===== src/rtl/hpsc_pkg.sv =====
package hpsc_pkg;

  typedef enum logic [1:0] {
    ST_KEEP = 2'd0,
    ST_PWR  = 2'd1,
    ST_ENA  = 2'd2,
    ST_DIS  = 2'd3
  } slot_st_e;

  typedef enum logic [1:0] {
    LED_KEEP  = 2'd0,
    LED_ON    = 2'd1,
    LED_BLINK = 2'd2,
    LED_OFF   = 2'd3
  } led_e;

  typedef enum logic [1:0] {
    PH_IDLE,
    PH_EXEC,
    PH_LOOP
  } phase_e;

  localparam logic [1:0] PRS_EMPTY = 2'd3;
  localparam logic [1:0] PRS_CARD  = 2'd0;
  localparam logic [2:0] SPEED_33  = 3'd0;

  typedef struct packed {
    slot_st_e st;
    led_e     pwr;
    led_e     attn;
  } slot_req_t;

  typedef struct packed {
    slot_st_e st;
    led_e     pwr;
    led_e     attn;
    logic     rmv;
  } slot_step_t;

  function automatic slot_req_t split_code(input logic [7:0] c);
    slot_req_t r;
    r.st   = slot_st_e'(c[1:0]);
    r.pwr  = led_e'(c[3:2]);
    r.attn = led_e'(c[5:4]);
    return r;
  endfunction

  function automatic logic tgt_in_range(input logic [4:0] t, input int n);
    return (t != 5'd0) && (int'(t) <= n);
  endfunction

  function automatic logic refused(input slot_st_e cur, input slot_st_e req);
    return (cur == ST_ENA) && (req == ST_PWR);
  endfunction

  function automatic logic moves(input slot_st_e cur, input slot_st_e req);
    logic up;
    logic down;
    up   = (cur == ST_DIS) && ((req == ST_PWR) || (req == ST_ENA));
    down = ((cur == ST_ENA) || (cur == ST_PWR)) && (req == ST_DIS);
    return up || down;
  endfunction

  function automatic slot_step_t step(input slot_st_e st, input led_e pwr,
                                      input led_e attn, input slot_req_t q);
    slot_step_t r;
    r.pwr  = (q.pwr  == LED_KEEP) ? pwr  : q.pwr;
    r.attn = (q.attn == LED_KEEP) ? attn : q.attn;
    r.st   = st;
    r.rmv  = 1'b0;
    if (moves(st, q.st)) begin
      r.st  = q.st;
      r.rmv = (q.st == ST_DIS) && (r.pwr == LED_OFF);
    end
    return r;
  endfunction

endpackage


===== src/rtl/hpsc_slot.sv =====
module hpsc_slot
  import hpsc_pkg::*;
#(
  parameter bit OCC = 1'b0
) (
  input  logic      clk,
  input  logic      rst_n,
  input  logic      apply,
  input  slot_req_t req,
  output slot_st_e  st,
  output led_e      pwr,
  output led_e      attn,
  output logic      mrl_open,
  output logic [1:0] prs,
  output logic      ev_btn,
  output logic      ev_mrl,
  output logic      ev_prs,
  output logic      rmv
);

  slot_step_t nxt;
  assign nxt = step(st, pwr, attn, req);

  always_ff @(posedge clk or negedge rst_n) begin
    if (!rst_n) begin
      st       <= OCC ? ST_ENA : ST_DIS;
      pwr      <= OCC ? LED_ON : LED_OFF;
      attn     <= LED_KEEP;
      mrl_open <= !OCC;
      prs      <= OCC ? PRS_CARD : PRS_EMPTY;
      ev_btn   <= 1'b0;
      ev_mrl   <= 1'b0;
      ev_prs   <= 1'b0;
      rmv      <= 1'b0;
    end else begin
      rmv <= 1'b0;
      if (apply) begin
        st   <= nxt.st;
        pwr  <= nxt.pwr;
        attn <= nxt.attn;
        if (nxt.rmv) begin
          mrl_open <= 1'b1;
          prs      <= PRS_EMPTY;
          ev_btn   <= 1'b1;
          ev_mrl   <= 1'b1;
          ev_prs   <= 1'b1;
          rmv      <= 1'b1;
        end
      end
    end
  end


  rmv_fields_chk: assert property (@(posedge clk) disable iff (!rst_n)
    rmv |-> (st == ST_DIS) && (pwr == LED_OFF) && mrl_open && (prs == PRS_EMPTY)
            && ev_btn && ev_mrl && ev_prs);


  legal_move_chk: assert property (@(posedge clk) disable iff (!rst_n)
    (st != $past(st)) |->
      (($past(st) == ST_DIS) && ((st == ST_PWR) || (st == ST_ENA))) ||
      ((($past(st) == ST_ENA) || ($past(st) == ST_PWR)) && (st == ST_DIS)));


  rmv_pulse_chk: assert property (@(posedge clk) disable iff (!rst_n)
    rmv |=> !rmv);

endmodule


===== src/rtl/hpsc_ctrl.sv =====
module hpsc_ctrl
  import hpsc_pkg::*;
#(
  parameter int N_SLOTS = 8
) (
  input  logic               clk,
  input  logic               rst_n,
  input  logic               wr_code,
  input  logic [7:0]         code_d,
  input  logic               wr_tgt,
  input  logic [7:0]         tgt_d,
  input  logic               det_clr,
  input  slot_st_e           slot_st [N_SLOTS],
  input  logic [N_SLOTS-1:0] mrl_open,
  output logic [N_SLOTS-1:0] apply,
  output slot_req_t          req,
  output logic               busy,
  output logic               done,
  output logic               detected,
  output logic               inv_cmd,
  output logic               inv_mode,
  output logic [2:0]         bus_speed
);

  localparam int IDX_W = (N_SLOTS > 1) ? $clog2(N_SLOTS) : 1;
  localparam logic [IDX_W-1:0] LAST = IDX_W'(N_SLOTS - 1);

  phase_e           ph;
  logic [7:0]       code_q;
  logic [4:0]       tgt_q;
  logic [IDX_W-1:0] idx;
  slot_st_e         bc_st;

  logic unused_tgt_hi;
  assign unused_tgt_hi = ^tgt_d[7:5];

  logic start;
  assign start = (wr_code | wr_tgt) & (ph == PH_IDLE);
  assign busy  = (ph != PH_IDLE);

  slot_req_t one_req;
  assign one_req = split_code(code_q);

  logic is_slot, is_speed, is_bcast;
  assign is_slot  = (code_q[7:6] == 2'b00);
  assign is_speed = (code_q[7:3] == 5'b01000);
  assign is_bcast = (code_q[7:1] == 7'b0100100);

  logic tgt_ok;
  assign tgt_ok = tgt_in_range(tgt_q, N_SLOTS);

  slot_st_e tgt_st;
  logic     any_ena;
  logic     bc_mrl;
  always_comb begin
    tgt_st  = ST_KEEP;
    any_ena = 1'b0;
    bc_mrl  = 1'b0;
    for (int i = 0; i < N_SLOTS; i++) begin
      if (tgt_q == 5'(i + 1)) tgt_st = slot_st[i];
      if (slot_st[i] == ST_ENA) any_ena = 1'b1;
      if (idx == IDX_W'(i)) bc_mrl = mrl_open[i];
    end
  end

  logic one_ok;
  assign one_ok = is_slot && tgt_ok && !refused(tgt_st, one_req.st);

  logic bc_go;
  assign bc_go = is_bcast && !any_ena;

  always_comb begin
    if (ph == PH_LOOP) begin
      if (bc_mrl) req = '{st: ST_KEEP, pwr: LED_OFF, attn: LED_KEEP};
      else        req = '{st: bc_st,   pwr: LED_ON,  attn: LED_KEEP};
    end else begin
      req = one_req;
    end
    for (int i = 0; i < N_SLOTS; i++) begin
      apply[i] = ((ph == PH_EXEC) && one_ok && (tgt_q == 5'(i + 1))) ||
                 ((ph == PH_LOOP) && (idx == IDX_W'(i)));
    end
  end

  always_ff @(posedge clk or negedge rst_n) begin
    if (!rst_n) begin
      ph        <= PH_IDLE;
      code_q    <= 8'd0;
      tgt_q     <= 5'd0;
      idx       <= '0;
      bc_st     <= ST_KEEP;
      inv_cmd   <= 1'b0;
      inv_mode  <= 1'b0;
      bus_speed <= SPEED_33;
      done      <= 1'b0;
      detected  <= 1'b0;
    end else begin
      done <= 1'b0;
      if (det_clr) detected <= 1'b0;
      case (ph)
        PH_IDLE: begin
          if (start) begin
            if (wr_code) code_q <= code_d;
            if (wr_tgt)  tgt_q  <= tgt_d[4:0];
            inv_cmd  <= 1'b0;
            inv_mode <= 1'b0;
            ph       <= PH_EXEC;
          end
        end
        PH_EXEC: begin
          ph <= PH_IDLE;
          if (is_slot) begin
            if (!one_ok) inv_cmd <= 1'b1;
          end else if (is_speed) begin
            if (code_q[2:0] == SPEED_33) bus_speed <= code_q[2:0];
            else inv_mode <= 1'b1;
          end else if (is_bcast) begin
            if (any_ena) begin
              inv_cmd <= 1'b1;
            end else begin
              ph    <= PH_LOOP;
              idx   <= '0;
              bc_st <= code_q[0] ? ST_ENA : ST_PWR;
            end
          end else begin
            inv_cmd <= 1'b1;
          end
          if (!bc_go) begin
            done     <= 1'b1;
            detected <= 1'b1;
          end
        end
        PH_LOOP: begin
          if (idx == LAST) begin
            ph       <= PH_IDLE;
            done     <= 1'b1;
            detected <= 1'b1;
          end else begin
            idx <= idx + 1'b1;
          end
        end
        default: ph <= PH_IDLE;
      endcase
    end
  end


  apply_onehot_chk: assert property (@(posedge clk) disable iff (!rst_n)
    $onehot0(apply));


  apply_busy_chk: assert property (@(posedge clk) disable iff (!rst_n)
    (|apply) |-> busy);


  done_flag_chk: assert property (@(posedge clk) disable iff (!rst_n)
    done |-> detected);


  ignore_busy_chk: assert property (@(posedge clk) disable iff (!rst_n)
    (busy && (wr_code || wr_tgt)) |=> ($stable(code_q) && $stable(tgt_q)));


  speed_hold_chk: assert property (@(posedge clk) disable iff (!rst_n)
    inv_mode |-> (bus_speed == SPEED_33));

endmodule


===== src/rtl/hp_slot_cmd_proc.sv =====
module hp_slot_cmd_proc
  import hpsc_pkg::*;
#(
  parameter int          N_SLOTS        = 8,
  parameter logic [30:0] RESET_OCCUPIED = 31'h0000_0055
) (
  input  logic                 clk,
  input  logic                 rst_n,
  input  logic                 wr_code,
  input  logic [7:0]           code_wdata,
  input  logic                 wr_tgt,
  input  logic [7:0]           tgt_wdata,
  input  logic                 det_clr,
  output logic                 busy,
  output logic                 done,
  output logic                 cmd_detected,
  output logic                 inv_cmd,
  output logic                 inv_mode,
  output logic [2:0]           bus_speed,
  output logic [2*N_SLOTS-1:0] slot_state,
  output logic [2*N_SLOTS-1:0] pwr_led,
  output logic [2*N_SLOTS-1:0] attn_led,
  output logic [N_SLOTS-1:0]   mrl_open,
  output logic [2*N_SLOTS-1:0] presence,
  output logic [N_SLOTS-1:0]   evt_button,
  output logic [N_SLOTS-1:0]   evt_mrl,
  output logic [N_SLOTS-1:0]   evt_presence,
  output logic [N_SLOTS-1:0]   rmv_req
);

  slot_st_e           st_w   [N_SLOTS];
  led_e               pwr_w  [N_SLOTS];
  led_e               attn_w [N_SLOTS];
  logic [N_SLOTS-1:0] apply_w;
  slot_req_t          req_w;

  hpsc_ctrl #(.N_SLOTS(N_SLOTS)) u_ctrl (
    .clk       (clk),
    .rst_n     (rst_n),
    .wr_code   (wr_code),
    .code_d    (code_wdata),
    .wr_tgt    (wr_tgt),
    .tgt_d     (tgt_wdata),
    .det_clr   (det_clr),
    .slot_st   (st_w),
    .mrl_open  (mrl_open),
    .apply     (apply_w),
    .req       (req_w),
    .busy      (busy),
    .done      (done),
    .detected  (cmd_detected),
    .inv_cmd   (inv_cmd),
    .inv_mode  (inv_mode),
    .bus_speed (bus_speed)
  );

  for (genvar g = 0; g < N_SLOTS; g++) begin : g_slot
    hpsc_slot #(.OCC(RESET_OCCUPIED[g])) u_slot (
      .clk      (clk),
      .rst_n    (rst_n),
      .apply    (apply_w[g]),
      .req      (req_w),
      .st       (st_w[g]),
      .pwr      (pwr_w[g]),
      .attn     (attn_w[g]),
      .mrl_open (mrl_open[g]),
      .prs      (presence[2*g +: 2]),
      .ev_btn   (evt_button[g]),
      .ev_mrl   (evt_mrl[g]),
      .ev_prs   (evt_presence[g]),
      .rmv      (rmv_req[g])
    );
    assign slot_state[2*g +: 2] = st_w[g];
    assign pwr_led[2*g +: 2]    = pwr_w[g];
    assign attn_led[2*g +: 2]   = attn_w[g];
  end

endmodule


===== config.mk =====
export PLATFORM = sky130hd
export DESIGN_NAME = hp_slot_cmd_proc
export DESIGN_NICKNAME = d
export VERILOG_FILES = /design/src/rtl/hpsc_pkg.sv /design/src/rtl/hpsc_slot.sv /design/src/rtl/hpsc_ctrl.sv /design/src/rtl/hp_slot_cmd_proc.sv
export SDC_FILE = /design/constraint.sdc
export NUM_CORES = 1
export LEC_CHECK = 0
export BUFFER_PORTS_ARGS = -buffer_cell sky130_fd_sc_hd__buf_2
export CAP_MARGIN = 10
export CORE_MARGIN = 3
export CORE_UTILIZATION = 35
export DETAILED_ROUTE_END_ITERATION = 12
export MAX_ROUTING_LAYER = met4
export SYNTH_ARGS = -nofsm -noshare
export SYNTH_HDL_FRONTEND = slang
export SYNTH_SLANG_ARGS = --single-unit

===== constraint.sdc =====
create_clock -name clk -period 7.1 [get_ports clk]
set_input_delay 1.42 -clock clk [delete_from_list [all_inputs] [get_ports clk]]
set_output_delay 1.42 -clock clk [all_outputs]
set_load 0.005 [all_outputs]

After elaboration in Yosys (flattened, before gate mapping)
Cells that the tools add are included.

operators by class
  add/subtract/negate cells = 1
  $lt $le $gt $ge = 1
  equal/unequal tests = 68
  multiplexer cells = 90
  bitwise gates (word level) = 6
  reduce and logical (&&, ||, !) cells = 115

operator list
  kind                                           count
  == test 2 bit, second input constant           28
  2-to-1 mux 1 bit                               54
  AND reduction 2 bit                            25
  logical AND 1 bit                              46
  2-to-1 mux 2 bit                               23
  logical OR 1 bit                               25
  == test 2 x 1 -> 1 bit, second input constant  11
  == test 5 x 3 -> 1 bit, second input constant  4
  2-to-1 mux 3 bit                               5
  AND reduction 5 bit                            3
  == test 3 bit, second input constant           4
  2-to-1 mux 6 bit                               2
  != test 2 bit, second input constant           6
  == test 5 x 2 -> 1 bit, second input constant  2
  == test 5 x 4 -> 1 bit, second input constant  2
  logical NOT 2 bit                              4
  one-hot mux 1 bit (2 select lines)             4
  == test 7 x 6 -> 1 bit, second input constant  1
  == test 3 x 2 -> 1 bit, second input constant  2
  logical NOT 3 bit                              2
  != test 2 x 1 -> 1 bit, second input constant  3
  one-hot mux 2 bit (3 select lines)             1
  one-hot mux 3 bit (2 select lines)             1
  AND reduction 3 bit                            2
  15 further kinds                               21

storage, ports and cells
  register bits = 95
  input port bits = 21
  output and inout bits = 112
  word-level logic and storage cells = 335

Longest topological paths before layout
Gate-level depths: netlist of the first run.

  depth after elaboration = 18
  depth in mapped cells = 13
  gate-level depth less buffers = 13

Modules after synthesis
A second synthesis of the first run with hierarchy kept.

unflattened totals
  cells, all modules = 497
  area, all modules = 4976.0 um^2

by module, submodules not included
  module                            times used  cells an instance  area an instance (um^2)  seq. area each (um^2)
  hpsc_ctrl                         1           197                1848.0                   675.6
  hpsc_slot (g_slot[1].u_slot ...)  4           38                 394.1                    205.2
  hpsc_slot (g_slot[0].u_slot ...)  4           37                 387.9                    202.7

Worst setup path after synthesis of the first run
Ideal clock, no wire load.

  path kind = register to register
  from = register u_ctrl.idx[0]
  to = register g_slot[6].u_slot.st[0]
  arrival = 3.203 ns
  setup slack = 3.772 ns
  stages on the path, launching flop included = 13
  clock period less this slack = 3.328 ns
  path through = dfrtp_1 -> ha_1 -> ha_1 -> or4_1 -> o311a_1 -> nor2_1 -> a31o_2 -> ha_1 -> inv_1 -> a2bb2oi_1 -> or3_1 -> o22ai_2 -> mux2_4

RTL lines
  item                    RTL line          source
  from (decl)             hpsc_ctrl.sv:31   logic [IDX_W-1:0] idx;
  from (signal assigned)  hpsc_ctrl.sv:139  idx <= idx + 1'b1;
  to (signal assigned)    hpsc_slot.sv:26   st <= OCC ? ST_ENA : ST_DIS;
  to (signal assigned)    hpsc_slot.sv:38   st <= nxt.st;
  to (decl)               hpsc_slot.sv:10   output slot_st_e st,

==> flow_metrics.tcl, run 1 <==
set metrics [dict create \
    status "finished, final reports clean" \
    final-hold-violation-count 0 \
    ys_warn_count 0 \
    crit_path_end_kind "register" \
    drtAntennaViolNets 0 \
    dp_hpwl_um 11600 \
    worstSkewPairLatency_ns 0.35 \
    synth-seq-cells 91 \
    multi_input_area_mm2 0.00265 \
    setup_tns_ns 0 \
    grt-ovfl-total 0 \
    setup.worst_path.class "register to register" \
    max_slew_margin_pct 46.1 \
    cts_root_buffer "clkbuf_16" \
    finalPower_uw 1940 \
    syn2layout_area_growth_pct 12.4 \
    initial_utilization_pct 36.3 \
    cts.clk_slew.worst_paths_ns 0.07 \
    vias_per_cell 5.40 \
    area.sequential_mm2 0.00231 \
    fin_crit_ns 4.10 \
    rr_startpoint "u_ctrl.idx[0]$_DFFE_PN0P_" \
    vias 4441 \
    final_net_count 654 \
    cts.sinks 91 \
    routabilityCongestion 0.945 \
    cts.path.max_buffers 2 \
    fmax_mhz 244 \
    hold_buffers 0 \
    dr.pass1.iters 5 \
    drv_cap 0 \
    synth_edf_count 0 \
    slew_viol_final 0 \
    worst_setup_path_start_kind "register" \
    grt.total_usage_pct 17.9 \
    power_density_mw_per_mm2 309 \
    cts_tree "done" \
    drive_gt1_share_pct 33.9 \
    cts_buffers 9 \
    fp.dieH_um 132 \
    postSynthAreaPerCell_um2 10.3 \
    async_flop_share_pct 100 \
    ys_seq_area_share_pct 41.4 \
    nFillCells 1517 \
    rsz0062_at_grt "false" \
    critPathArrivalTime_ns 4.33 \
    grt_pass1_vias 4274 \
    tightestPinTransition_ns 0.801 \
    ioPinCount 133 \
    hold_path.startpoint "g_slot[7].u_slot.attn[1]$_DFFE_PN0P_" \
    fp.coreArea_mm2 0.0154 \
    crit_path_start "u_ctrl.idx[0]$_DFFE_PN0P_" \
    htreeDepth 3 \
    drt-total-wl_um 15200 \
    die_area_mm2 0.0175 \
    fin_skew_ns 0.00758 \
    ys_types 66 \
    synthFlopType "dfrtp_1" \
    fin_crit_sh_pct 57.7 \
    syn-cell-area_mm2 0.00558 \
    holdCritPathClass "register to register" \
    wl_per_cell_um 18.5 \
    grt_pass1_wl_um 24000 \
    diodes 0 \
    post_cts_resized 0 \
    final_common_cell "buf_2" \
    finalSetupViolCount 0 \
    drt_iter0_markers 286 \
    leakage_uw 0.00302 \
    required_ns 7.33 \
    crit_path_max_fanout 9 \
    most-common-layout-cells "116 x buf_2, 67 x dfrtp_1, 35 x nand2_1, 30 x inv_1, 27 x ha_1" \
    grt_max_degree 57 \
    placementRows 45 \
    drc_errors 0 \
    syn_inst 543 \
    cts_setup_buffers 0 \
    numPortBuffers 117 \
    peakVddDrop_uv 169 \
    antenna_found_initial 0 \
    fp.dieW_um 132 \
]
[per-stage QoR]
step                      instances  utilization (%)  hold slack (ns)  setup WS [ns]  cell area, um^2
after global routing            822             40.8            0.513           2.82             6270
after detailed placement        806             38.7            0.474           3.07             5950
after global placement          806             38.7            0.464           3.10             5950
final                           822             40.8            0.485           3.00             6270
after CTS                       822             40.8            0.491           3.01             6270
after floorplan                 554                -            0.450           3.77             5620
[registers in the layout, summed over array words and instances (netlist names)]
register / cells
g_slot.u_slot.attn: 16
g_slot.u_slot.pwr: 16
g_slot.u_slot.st: 16
g_slot.u_slot.rmv: 8
u_ctrl.code_q: 8
u_ctrl.tgt_q: 5
g_slot.u_slot.mrl_open: 3
g_slot.u_slot.ev_btn: 3
u_ctrl.bus_speed: 3
u_ctrl.idx: 3
g_slot.u_slot.ev_prs: 2
u_ctrl.bc_st: 2
u_ctrl.ph: 2
u_ctrl.detected: 1
u_ctrl.done: 1
u_ctrl.inv_cmd: 1
u_ctrl.inv_mode: 1
[Yosys cell counts, types with 3 or more instances]
master | instances | area [um^2]
dfrtp_1 | 67 | 1680
buf_4 | 60 | 450
nand2_1 | 35 | 131
inv_1 | 30 | 113
ha_1 | 27 | 338
dfstp_2 | 24 | 631
nor2_1 | 23 | 86.3
mux2_2 | 22 | 248
a21oi_1 | 19 | 95.1
o41ai_1 | 19 | 166
o31ai_1 | 18 | 135
nor2b_1 | 16 | 100
o21ai_0 | 16 | 80.1
clkbuf_1 | 13 | 48.8
nand2b_1 | 12 | 75.1
nor4_1 | 12 | 75.1
nor3_1 | 10 | 50.1
a2bb2oi_1 | 9 | 78.8
and3_1 | 7 | 43.8
nand4_1 | 7 | 43.8
a31oi_1 | 6 | 37.5
and2_1 | 6 | 37.5
o221ai_1 | 6 | 52.6
a221o_1 | 5 | 50.1
o41ai_4 | 5 | 138
mux2_1 | 4 | 45.0
nor4b_1 | 4 | 35.0
or3_1 | 4 | 25.0
a22o_1 | 3 | 26.3
a31o_2 | 3 | 26.3
buf_2 | 3 | 15.0
nand3_1 | 3 | 15.0
[final timing paths]
check | cells past startpoint | slack (ns) | to
max | 12 | 3.00 | g_slot[6].u_slot.st[0]$_DFFE_PN0P_
min | 2 | 0.48 | g_slot[7].u_slot.attn[1]$_DFFE_PN0P_
max reg2reg | 12 | 3.00 | g_slot[6].u_slot.st[0]$_DFFE_PN0P_
min reg2reg | 2 | 0.48 | g_slot[7].u_slot.attn[1]$_DFFE_PN0P_
max in group asynchronous | 2 | 4.96 | g_slot[3].u_slot.ev_btn$_DFFE_PN0P_
min in group asynchronous | 1 | 1.03 | u_ctrl.code_q[6]$_DFFE_PN0P_
[report_power, final]
group | leakage (uW) | switching [uW] | total, uW | internal, uW
sequential | 0.00113 | 142 | 773 | 631
clock | 0.000147 | 208 | 515 | 307
combinational | 0.00174 | 404 | 652 | 248
total | 0.00302 | 754 | 1940 | 1190
[kinds of logic after synthesis]
logic type / share of synthesized area [%]
multiplexers: 6.14
buffers and inverters: 12.0
other: 0.0672
AO/OA/AOI/OAI: 19.7
flip-flops: 41.4
AND/OR/NAND/NOR: 14.7
adder cells (fa/ha/maj): 6.06
[routing by layer]
metal	global-route usage, %	share of wire [%]
met5	-	0
met4	6.18	2.2
met3	3.55	5.4
met2	27.2	47
met1	24.1	45
[critical path, cell delays in order (launching register included)]
cell and delay [ns]:
dfrtp_1 0.44, ha_1 0.26, ha_1 0.23, or4_1 0.52, o311a_1 0.17, nor2_1 0.19
a31o_2 0.33, ha_1 0.40, inv_1 0.23, a2bb2oi_1 0.25, or3_1 0.36, o22ai_2 0.25
mux2_4 0.33
[cell type report]
class                           count  area share [%]
Sequential cell                    91            36.8
Clock buffer                        9            3.59
Clock inverter                      7            1.48
Multi-Input combinational cell    352            42.2
Tap cell                          211            4.21
Inverter                           30            1.80
Timing Repair Buffer              122            9.97
Note: power is estimated with default switching activity, not from simulation.
==> run 2, diff against run 1 <==
Clock period 7.1 ns to 4.1 ns, I/O delays scaled along.
==> flow_metrics.tcl, run 2 (same netlist as run 1, synthesis figures left out) <==
set metrics [dict create \
    reg2reg_to "g_slot[0].u_slot.st[0]$_DFFE_PN0P_" \
    critPathArrivalTime_ns 4.06 \
    fmax_mhz 262 \
    fp.dieH_um 132 \
    drc_errors 0 \
    grt.total_usage_pct 18.2 \
    cts_buffers 9 \
    cts.path.max_buffers 2 \
    drt-total-wl_um 15500 \
    grt_max_degree 35 \
    htreeDepth 3 \
    setup.worst_path.class "register to register" \
    drive_gt1_share_pct 34.7 \
    rrSetupSlack_ns 0.28 \
    setup_tns_ns 0 \
    crit_path_end_kind "register" \
    cts.clk_slew.worst_paths_ns 0.07 \
    rr_startpoint "u_ctrl.idx[0]$_DFFE_PN0P_" \
    max_slew_margin_pct 45.6 \
    peakVddDrop_uv 318 \
    worstSkewPairLatency_ns 0.35 \
    tightestPinTransition_ns 0.809 \
    dr.pass1.iters 5 \
    antenna_found_initial 0 \
    syn2layout_area_growth_pct 13.2 \
    crit_path_end "g_slot[0].u_slot.st[0]$_DFFE_PN0P_" \
    drv_cap 0 \
    crit_path_max_fanout 9 \
    fin_ws_ns 0.280 \
    die_area_mm2 0.0175 \
    multi_input_area_mm2 0.00265 \
    vias 4501 \
    drt_iter0_markers 294 \
    hold_buffers 0 \
    grt_pass1_vias 4408 \
    required_ns 4.34 \
    vias_per_cell 5.42 \
    area.sequential_mm2 0.00231 \
    final_core_util_pct 41.1 \
    fp.coreArea_mm2 0.0154 \
    drtAntennaViolNets 0 \
    numPortBuffers 117 \
    placementRows 45 \
    status "finished, final reports clean" \
    ioPinCount 133 \
    dp_hpwl_um 11800 \
    rsz0062_at_grt "false" \
    crit_path_start "u_ctrl.idx[0]$_DFFE_PN0P_" \
    routabilityCongestion 0.964 \
    leakage_uw 0.00306 \
    pre_cts_ws_ns 0.293 \
    cts.sinks 91 \
    cts_tree "done" \
    slew_viol_final 0 \
    nFillCells 1506 \
    diodes 0 \
    final-hold-violation-count 0 \
    final_common_cell "buf_2" \
    post_cts_resized 0 \
    power_density_mw_per_mm2 531 \
    top_regs "g_slot.u_slot.attn (16), g_slot.u_slot.pwr (16), g_slot.u_slot.st (16)" \
    hold_ws_ns 0.379 \
    most-common-layout-cells "116 x buf_2, 67 x dfrtp_1, 35 x nand2_1, 30 x inv_1, 27 x ha_1" \
    finalPower_uw 3360 \
    fin_crit_sh_pct 93.2 \
    fp.dieW_um 132 \
    fin_skew_ns 0.00788 \
    final_net_count 662 \
    cts_root_buffer "clkbuf_16" \
    initial_utilization_pct 36.3 \
    grt_pass1_wl_um 24400 \
    grt-ovfl-total 0 \
    finalSetupViolCount 0 \
    fin_crit_ns 3.82 \
    worst_r2r_path_depth 11 \
    holdCritPathClass "input port to asynchronous set/reset pin" \
    cts_setup_buffers 0 \
    wl_per_cell_um 18.7 \
    worst_setup_path_start_kind "register" \
]
[run 2: cell count changes in the layout (fill, tap and decap cells not counted), sizes merged]
| cell | before | now |
|---|---|---|
| buf | 122 | 130 |
| bufinv | 2 | 1 |
| clkbuf | 9 | 10 |
| clkinvlp | 3 | 2 |
| inv | 30 | 31 |
[run 2: how the worst min path moves through the flow]
stage,end,slack [ns],depth (start not counted)
6_report,u_ctrl.inv_mode$_DFFE_PN0P_,0.38,1
5_1_grt,u_ctrl.code_q[5]$_DFFE_PN0P_,0.39,1
2_1_floorplan,u_ctrl.bc_st[0]$_DFFE_PN0P_,0.45,2
4_1_cts,u_ctrl.inv_mode$_DFFE_PN0P_,0.38,1
3_3_place_gp,g_slot[7].u_slot.attn[0]$_DFFE_PN0P_,0.46,2
3_5_place_dp,g_slot[7].u_slot.attn[0]$_DFFE_PN0P_,0.47,2
[run 2: area by class of cell]
| cell class | count | area share, % |
|---|---|---|
| multi-input combinational | 352 | 41.9 |
| sequential | 91 | 36.5 |
| timing repair buffer | 130 | 10.9 |
| tap | 211 | 4.18 |
| clock buffer | 10 | 3.78 |
| inverter | 30 | 1.78 |
| clock inverter | 6 | 1.01 |
[run 2: power breakdown]
part           total [uW]  switching (uW)  leakage, uW  internal (uW)
combinational        1170             716      0.00178            457
sequential           1330             234      0.00113           1090
clock                 856             367     0.000145            489
total                3360            1320      0.00306           2040
[run 2: per-layer routing]
metal	vias to the layer above	share of wire [%]	wire, um	global-route usage [%]
met3	35	5.8	894	3.51
met4	0	3.2	499	7.22
met1	2222	44	6870	23.8
li1	2069	-	-	-
met5	-	0	0	-
met2	175	47	7230	27.9
[run 2: stage by stage]
stage	area, um^2	instances
2_1_floorplan	5620	554
6_report	6320	830
4_1_cts	6320	830
3_5_place_dp	6010	814
3_3_place_gp	6010	814
5_1_grt	6320	830
[run 2: worst max-delay path, stage by stage (launching register included)]
cell and delay (ns):
dfrtp_1 0.43, ha_1 0.24, ha_1 0.23, or4_1 0.52, o311a_1 0.16, nor2_1 0.15
a31o_2 0.36, ha_1 0.40, a2bb2oi_1 0.57, nand2b_1 0.25, o41ai_4 0.10, mux2_2 0.29
==> run 3, diff against run 2 <==
Settings changed: ABC_AREA set to 1, GPL_TIMING_DRIVEN set to 0, SKIP_LAST_GASP set to 1.
==> flow_metrics.tcl, run 3 <==
set metrics [dict create \
    status "finished, final reports clean" \
    p_sw_share_pct 37.4 \
    finalPower_uw 2910 \
    cts.sinks 91 \
    antenna_found_initial 0 \
    initial_utilization_pct 35.9 \
    grt_pass1_wl_um 21800 \
    drc_errors 0 \
    final_core_util_pct 44.1 \
    fp.dieW_um 129 \
    fin_skew_ns 0.0102 \
    yosysMostFrequentCell "nand2_1" \
    drt-total-wl_um 13500 \
    routabilityCongestion 0.817 \
    leakage_uw 0.00374 \
    grt_pass1_vias 4216 \
    dp_hpwl_um 10200 \
    hold_buffers 0 \
    grt.total_usage_pct 17.5 \
    fin_crit_ns 3.37 \
    vias_per_cell 4.50 \
    rsz0062_at_grt "false" \
    power_switching_uw 1090 \
    holdCritPathClass "input port to asynchronous set/reset pin" \
    synth_top_cell_by_area "dfrtp_1" \
    cts_buffers 9 \
    synth_area_leaders "dfrtp_1 32%, nand2_1 14%, dfstp_2 12%" \
    die_area_mm2 0.0165 \
    drive_gt1_share_pct 30.5 \
    peakVddDrop_uv 252 \
    finalSetupViolCount 0 \
    final_common_cell "nand2_1" \
    crit_path_end_kind "register" \
    nFillCells 1516 \
    async_flop_share_pct 100 \
    drtAntennaViolNets 0 \
    synth_common_cells "193 x nand2_1, 75 x inv_1, 67 x dfrtp_1" \
    power_frac_seq_pct 40.1 \
    grt_max_degree 57 \
    setup.worst_path.class "register to register" \
    final_net_count 843 \
    cts_setup_buffers 0 \
    syn_inst 655 \
    tightestPinTransition_ns 0.756 \
    drt_iter0_markers 292 \
    ioPinCount 133 \
    required_ns 4.34 \
    postSynthAreaPerCell_um2 8.04 \
    p_int_uw 1820 \
    cts.path.max_buffers 2 \
    diodes 0 \
    clkPwrFrac_pct 29.6 \
    fin_crit_sh_pct 82.1 \
    crit_path_max_fanout 9 \
    wl_per_cell_um 13.7 \
    power_density_mw_per_mm2 451 \
    syn-cell-area_mm2 0.00526 \
    ys_warn_count 0 \
    vias 4431 \
    worstSkewPairLatency_ns 0.35 \
    drv_cap 0 \
    pwr-share-comb_pct 30.3 \
    synth-seq-cells 91 \
    top_regs "g_slot.u_slot.attn (16), g_slot.u_slot.pwr (16), g_slot.u_slot.st (16)" \
    syn2layout_area_growth_pct 22.7 \
    post_cts_resized 0 \
    slew_viol_final 0 \
    most-common-layout-cells "193 x nand2_1, 117 x buf_2, 75 x inv_1, 67 x dfrtp_1, 64 x nand3_1" \
    dr.pass1.iters 5 \
    synthFlopType "dfrtp_1" \
    placementRows 44 \
    hold_ws_ns 0.421 \
    max_slew_margin_pct 49.4 \
    grt-ovfl-total 0 \
    synth_edf_count 0 \
    cts.clk_slew.worst_paths_ns 0.07 \
    final-hold-violation-count 0 \
    ys_types 33 \
    cts_tree "done" \
    ys_seq_area_share_pct 43.8 \
    htreeDepth 3 \
    netlist.area_leader.share_pct 31.9 \
    setup_tns_ns 0 \
    fmax_mhz 297 \
    fp.dieH_um 129 \
    critPathArrivalTime_ns 3.61 \
    worst_setup_path_start_kind "register" \
    numPortBuffers 117 \
    fp.coreArea_mm2 0.0146 \
    cts_root_buffer "clkbuf_16" \
]
## run 3: through the flow
stage,std cells,instance area [um^2],setup WS (ns)
CTS,984,6460,0.733
global route,984,6460,0.304
global placement,967,6120,0.745
finish,984,6460,0.733
detailed placement,968,6150,0.766
floorplan,666,5310,1.57
## run 3: cells by family (layout without fill, tap and decap cells)
family / Yosys count / count (layout) / share of synthesized area [%]
other: 1 / 12 / 0.0712
flip-flops: 91 / 91 / 43.8
adder cells (fa/ha/maj): 27 / 27 / 6.42
AND/OR/NAND/NOR: 342 / 342 / 29.4
AO/OA/AOI/OAI: 48 / 48 / 5.32
multiplexers: 4 / 4 / 0.856
buffers and inverters: 142 / 276 / 14.1
## run 3: critical path, cell delays in order (launching register included)
cell and delay (ns):
dfrtp_1 0.38, inv_1 0.10, ha_1 0.30, o21ai_0 0.17, nand2_1 0.07, nand2_1 0.06, nand2_1 0.04, o21ai_0 0.06
nand2_1 0.08, nand2_1 0.10, nand2_1 0.09, o22ai_2 0.44, ha_1 0.25, clkbuf_1 0.41, inv_2 0.18, o21a_1 0.24
inv_1 0.10, nand2_1 0.08, nand2_1 0.06, nand2_1 0.04
## run 3: final cells by class
| class | count | area [um^2] | share of cell area (%) |
|---|---|---|---|
| Sequential cell | 91 | 2310 | 35.7 |
| Clock buffer | 10 | 239 | 3.70 |
| Multi-Input combinational cell | 433 | 2250 | 34.9 |
| Timing Repair Buffer | 118 | 616 | 9.53 |
| Buffer | 64 | 452 | 6.99 |
| Inverter | 78 | 293 | 4.53 |
| Clock inverter | 6 | 70.1 | 1.08 |
| Tap cell | 184 | 230 | 3.56 |
## run 3: path summary, 6_finish.rpt
path | startpoint | end | slack (ns) | cells after the start
hold / removal | rst_n | g_slot[7].u_slot.attn[1]$_DFFE_PN0P_ | 0.42 | 1
max in group asynchronous | rst_n | g_slot[5].u_slot.pwr[1]$_DFFE_PN1P_ | 2.98 | 2
setup reg to reg | u_ctrl.idx[0]$_DFFE_PN0P_ | g_slot[0].u_slot.st[0]$_DFFE_PN0P_ | 0.73 | 19
hold reg to reg | g_slot[3].u_slot.attn[1]$_DFFE_PN0P_ | g_slot[3].u_slot.attn[1]$_DFFE_PN0P_ | 0.47 | 2
min in group clk | g_slot[3].u_slot.attn[1]$_DFFE_PN0P_ | g_slot[3].u_slot.attn[1]$_DFFE_PN0P_ | 0.47 | 2
setup / recovery | u_ctrl.idx[0]$_DFFE_PN0P_ | g_slot[0].u_slot.st[0]$_DFFE_PN0P_ | 0.73 | 19
## run 3: power groups by stage
stage                     registers, uW  clock network (uW)  logic [uW]
after floorplan                    1160                   0         579
after global placement             1180                   0         876
after detailed placement           1180                   0         885
after CTS                          1160                 898         889
after global routing               1190                 938        1020
final                              1170                 862         881
## run 3: routing by layer
layer	vias to the layer above	global-route usage, %	share of wire [%]
met2	107	26.9	46
met3	21	4.07	5.3
met5	-	-	0
li1	2275	-	-
met4	0	5.62	2.2
met1	2028	22.9	46
